`src/rtl/port_led_pkg.sv`:
```
package port_led_pkg;
  typedef enum logic [1:0] {
    SPD_NONE = 2'b00,
    SPD_10M  = 2'b01,
    SPD_100M = 2'b10,
    SPD_RSVD = 2'b11
  } spd_code_e;

  typedef struct packed {
    logic oe;
    logic val;
  } pin_drv_t;

  localparam pin_drv_t PIN_RELEASED = '{oe: 1'b0, val: 1'b0};

  function automatic logic spd_is_present(input logic [1:0] code);
    return (code == SPD_10M) || (code == SPD_100M);
  endfunction
endpackage

```
`src/rtl/led_tick_gen.sv`:
```
module led_tick_gen #(
  parameter int unsigned NORM_TICK_CYC = 168750,
  parameter int unsigned FAST_TICK_CYC = 20500000
) (
  input  logic clk,
  input  logic rst,
  input  logic fast_sel,
  output logic tick
);
  localparam int unsigned MAX_CYC = (FAST_TICK_CYC > NORM_TICK_CYC) ? FAST_TICK_CYC : NORM_TICK_CYC;
  localparam int unsigned CW      = (MAX_CYC > 1) ? $clog2(MAX_CYC) : 1;
  localparam logic [CW-1:0] NORM_LAST = CW'(NORM_TICK_CYC - 1);
  localparam logic [CW-1:0] FAST_LAST = CW'(FAST_TICK_CYC - 1);

  logic [CW-1:0] phase_q;
  logic [CW-1:0] last_cnt;

  assign last_cnt = fast_sel ? FAST_LAST : NORM_LAST;
  // a mode change that leaves the phase beyond the new limit wraps at once
  assign tick = (phase_q >= last_cnt);

  always_ff @(posedge clk) begin
    if (rst)       phase_q <= '0;
    else if (tick) phase_q <= '0;
    else           phase_q <= phase_q + 1'b1;
  end
endmodule

```
`src/rtl/led_pulse_stretch.sv`:
```
module led_pulse_stretch #(
  parameter int unsigned HOLD_TICKS = 2
) (
  input  logic clk,
  input  logic rst,
  input  logic flush,
  input  logic load,
  input  logic tick,
  output logic active
);
  localparam int unsigned HW = $clog2(HOLD_TICKS + 1);
  localparam logic [HW-1:0] HOLD_INIT = HW'(HOLD_TICKS);

  logic [HW-1:0] remain_q;

  always_ff @(posedge clk) begin
    if (rst || flush)                    remain_q <= '0;
    else if (load)                       remain_q <= HOLD_INIT;
    else if (tick && remain_q != '0)     remain_q <= remain_q - 1'b1;
  end

  assign active = (remain_q != '0);
endmodule

```
`src/rtl/port_led_ctrl.sv`:
```
module port_led_ctrl
  import port_led_pkg::*;
#(
  parameter int unsigned NORM_TICK_CYC = 168750,
  parameter int unsigned FAST_TICK_CYC = 20500000,
  parameter int unsigned HOLD_TICKS    = 2
) (
  input  logic       clk,
  input  logic       rst,
  input  logic [1:0] spd_state,
  input  logic       aneg_present,
  input  logic       pkt_pulse,
  input  logic       fast_test,
  input  logic       test_en,
  input  logic       test_spd_val,
  input  logic       test_act_val,
  output logic       spd_oe,
  output logic       spd_val,
  output logic       act_oe,
  output logic       act_val
);
  logic     tick;
  logic     link_up;
  logic     stretch_on;
  pin_drv_t spd_nxt, act_nxt;
  pin_drv_t spd_q, act_q;

  assign link_up = spd_is_present(spd_state);

  led_tick_gen #(
    .NORM_TICK_CYC(NORM_TICK_CYC),
    .FAST_TICK_CYC(FAST_TICK_CYC)
  ) u_tick (
    .clk     (clk),
    .rst     (rst),
    .fast_sel(fast_test),
    .tick    (tick)
  );

  led_pulse_stretch #(
    .HOLD_TICKS(HOLD_TICKS)
  ) u_stretch (
    .clk   (clk),
    .rst   (rst),
    .flush (!link_up),
    .load  (pkt_pulse),
    .tick  (tick),
    .active(stretch_on)
  );

  always_comb begin
    if (test_en) begin
      spd_nxt = '{oe: 1'b1, val: test_spd_val};
      act_nxt = '{oe: 1'b1, val: test_act_val};
    end else begin
      spd_nxt = '{oe: link_up, val: (spd_state == SPD_100M)};
      // LED is active low: only ever driven to 0 in normal operation
      act_nxt = '{oe: (link_up ? stretch_on : aneg_present), val: 1'b0};
    end
  end

  always_ff @(posedge clk) begin
    if (rst) begin
      spd_q <= PIN_RELEASED;
      act_q <= PIN_RELEASED;
    end else begin
      spd_q <= spd_nxt;
      act_q <= act_nxt;
    end
  end

  assign spd_oe  = spd_q.oe;
  assign spd_val = spd_q.val;
  assign act_oe  = act_q.oe;
  assign act_val = act_q.val;
endmodule

```
`config.mk`:
```
export PLATFORM = sky130hd
export DESIGN_NAME = port_led_ctrl
export DESIGN_NICKNAME = d
export VERILOG_FILES = /design/src/rtl/port_led_pkg.sv /design/src/rtl/led_tick_gen.sv /design/src/rtl/led_pulse_stretch.sv /design/src/rtl/port_led_ctrl.sv
export SDC_FILE = /design/constraint.sdc
export NUM_CORES = 1
export LEC_CHECK = 0
export CELL_PAD_IN_SITES_DETAIL_PLACEMENT = 0
export CELL_PAD_IN_SITES_GLOBAL_PLACEMENT = 1
export CORE_MARGIN = 2
export CORE_UTILIZATION = 41
export CTS_CLUSTER_SIZE = 8
export DETAILED_ROUTE_END_ITERATION = 8
export DONT_BUFFER_PORTS = 1
export GPL_TIMING_DRIVEN = 0
export PLACE_DENSITY = 0.76
export SETUP_SLACK_MARGIN = 0.4
export SLEW_MARGIN = 25
export SYNTH_ARGS = -nofsm -noshare
export SYNTH_HDL_FRONTEND = slang
export SYNTH_SLANG_ARGS = --single-unit
```
`constraint.sdc`:
```
create_clock -name clk -period 2.2 [get_ports clk]
set_input_delay 0.11 -clock clk [delete_from_list [all_inputs] [get_ports clk]]
set_output_delay 0.11 -clock clk [all_outputs]
set_load 0.005 [all_outputs]
```
==> impl_metrics.toml <==
[clock_tree]
path_clk_slew_ps = 60
cts_root_buf = "clkbuf_8"
cts_tree = "done"
clock_latency_ps = 280
cts_buffers = 5
clk_path_buf_depth = 2
cts_max_level = 2
cts.sinks = 31

[finish]
fin_area_sq_um = 2370
area_growth_pct = 37.6
fin_cells = 266
final_common_cell = "dfxtp_1"
drive_gt1_share_pct = 38.0
insertedDiodeCount = 0
fin_nets = 242
fill_cells = 350
layout_common_cells = "dfxtp_1 (21), nor2_1 (15), xnor2_1 (14), nand2_1 (12), nor2_4 (11)"

[route]
wire_per_inst_microns = 14.8
drc = 0
via_count = 1425
wirelength_mm = 3.93
ant_nets = 0
drt_iter0_markers = 40
drtPass1Iterations = 4
viasPerCell = 5.36

[floorplanning]
ios = 14
die_w_microns = 68.9
core_sq_um = 4030
die_h_microns = 68.9
dieArea_sq_um = 4740
num_rows = 23
start_util_pct = 42.8

[power]
power_density_nw_per_um2 = 481
p_seq_share_pct = 50.4
p_leak_nw = 0.816
clkPwrFrac_pct = 38.9
power.internal_w = 0.000872
switching_share_pct = 23.7
peakVddDrop_uv = 320
switchingPower_w = 0.000271
p_comb_share_pct = 10.7

[synth]
async_flop_share_pct = 0
syn_area_sq_um = 1730
synth_nets = 219
ys_dominant_reg_cell = "dfxtp_1"
yosysUniqueCellTypes = 37
synth_area_leaders = "dfxtp_1 (36%), ha_1 (12%), nor2_1 (7.2%), xnor2_1 (7.1%), xor2_1 (4.6%)"
yosysWarnings = 0
synth_edf_count = 0
syn_inst = 193
syn_avg_cell_area_sq_um = 8.94
synth_top_area_cell = "dfxtp_1"
synth.top_cell.area_share_pct = 36.0
ys_seq_area_share_pct = 36.0
synth-seq-cells = 31

[setup_path]
critPathTopFamily = "compound AO/OA/AOI/OAI gates"
critPathKind = "reg -> reg"
slowest_delay_ps = 390
crit_arrival_ps = 2080
slowest_stage = "nor4_4"
crit_top_cell = "buf_6"
critPathBufInv = 2
cp-startpoint = "u_tick.phase_q[20]$_SDFF_PP0_"
r2r_start = "u_tick.phase_q[20]$_SDFF_PP0_"
cp-end-kind = "flop"
cp-start-kind = "flop"
critPathMaxFanout = 3
path_cells = "ha_4 -> buf_6 -> o211ai_1 -> a21oi_2 -> nor4_4 -> a21o_1 -> buf_6 -> mux2i_1"
critPathRequiredTime_ps = 2410

[sta]
timing.fmax_mhz = 533
worstMarginPinSlew_ps = 608
skew_ps = 5.67
rsz0062_at_grt = "true"
fin_tns_setup_ps = 0
period_minus_slack_ps = 1880
slew_headroom_pct = 59.4
hold_slack_ps = 22.1
min_period_over_period_pct = 85.3
drv_slew = 0
hold_violations = 0
setup_viol = 0

[placed_design]
dp_hpwl_mm = 2.55
dp.cells = 243
place_congestion = 0.839
io_buffers = 0
placed_area_sq_um = 1790

[hold_path]
hold_start = "test_en"
min-delay-path-class = "in -> reg"

[global_route]
grt_max_degree = 10
grt_pass1_wl_mm = 6.17
antenna_found_initial = 0
grt_pass1_vias = 1399
grt.total_usage_pct = 18.3
grt-ovfl-total = 0

[run_status]
status = "finished clean"

[job]
cap_violations = 0
==> flip-flops by register name, summed over array words and instances, names as in the netlist <==
register	cells
spd_oe	1
act_oe	1
u_stretch.remain_q	2
u_tick.phase_q	25
act_val	1
spd_val	1
==> logic make-up after synthesis <==
logic type	share of synthesized area, %
flops	36.0
mux	1.16
compound gates	7.32
fa+ha+maj	11.6
buf+inv	4.06
xor+xnor	11.7
simple gates	28.2
==> cell usage after synthesis, types with 2 or more instances <==
cell type  instances
a211oi_1           2
a21oi_1            8
and3_1             2
and3_2             2
buf_2              2
buf_6              2
dfxtp_1           31
ha_1              16
inv_1             10
mux2i_1            2
nand2_1           12
nand3_1            8
nand4_1            7
nand4bb_1          3
nor2_1            33
nor2_2             3
nor3_1             5
nor3_2             3
o211ai_1           3
xnor2_1           14
xor2_1             9
==> metal layers <==
layer / part of all wire (%) / vias up / track usage [%]
met5: 0 / - / 0
met4: 1.8 / 0 / 7.35
met3: 3.2 / 7 / 4.87
met2: 52 / 22 / 32.5
met1: 43 / 678 / 20.6
li1: - / 718 / -
==> layout make-up <==
class                   count  area, sq um  area share, %
clock inverters             1         5.00          0.211
clock buffers               6         82.6           3.48
multi-input cells         148         1330           55.8
plain buffers               4         42.5           1.79
inverters                  10         37.5           1.58
well taps                  50         62.6           2.63
repair buffers             16          178           7.48
flip-flops and latches     31          641           27.0
==> final timing paths <==
check | end | slack [ps] | depth (start not counted)
min reg2reg | u_stretch.remain_q[0]$_SDFFE_PP0P_ | 470 | 2
min | act_val$_SDFF_PP0_ | 20 | 2
max reg2reg | u_stretch.remain_q[0]$_SDFFE_PP0P_ | 320 | 8
max | u_stretch.remain_q[0]$_SDFFE_PP0P_ | 320 | 8
==> what timing repair did <==
| item | 4_1_cts | 5_1_grt |
|---|---|---|
| cloned | 2 | 0 |
| endpoints found under the hold margin | 5 | 0 |
| hold buffers | 4 | 0 |
| endpoints found under the setup margin | 27 | 27 |
| gates resized for setup | 41 | 34 |
| pin swaps | 13 | 26 |
| setup buffers | 9 | 1 |
==> power groups by stage <==
stage                     registers (W)  clock network [W]  logic [W]
after floorplan                0.000590                  0  0.0000486
after detailed placement       0.000592                  0  0.0000625
final                          0.000576           0.000445   0.000122
after global placement         0.000592                  0  0.0000579
after CTS                      0.000576           0.000460   0.000102
after global routing           0.000578           0.000483   0.000132
==> per-stage QoR <==
step                setup slack, ps  total power [W]  utilization, %
floorplan                       467         0.000639               -
global placement                141         0.000650            44.4
detailed placement             95.3         0.000655            44.4
CTS                             299          0.00114            54.8
global route                    214          0.00119            58.9
finish                          324          0.00114            58.9
No activity file was read; power rests on OpenSTA's default activity.
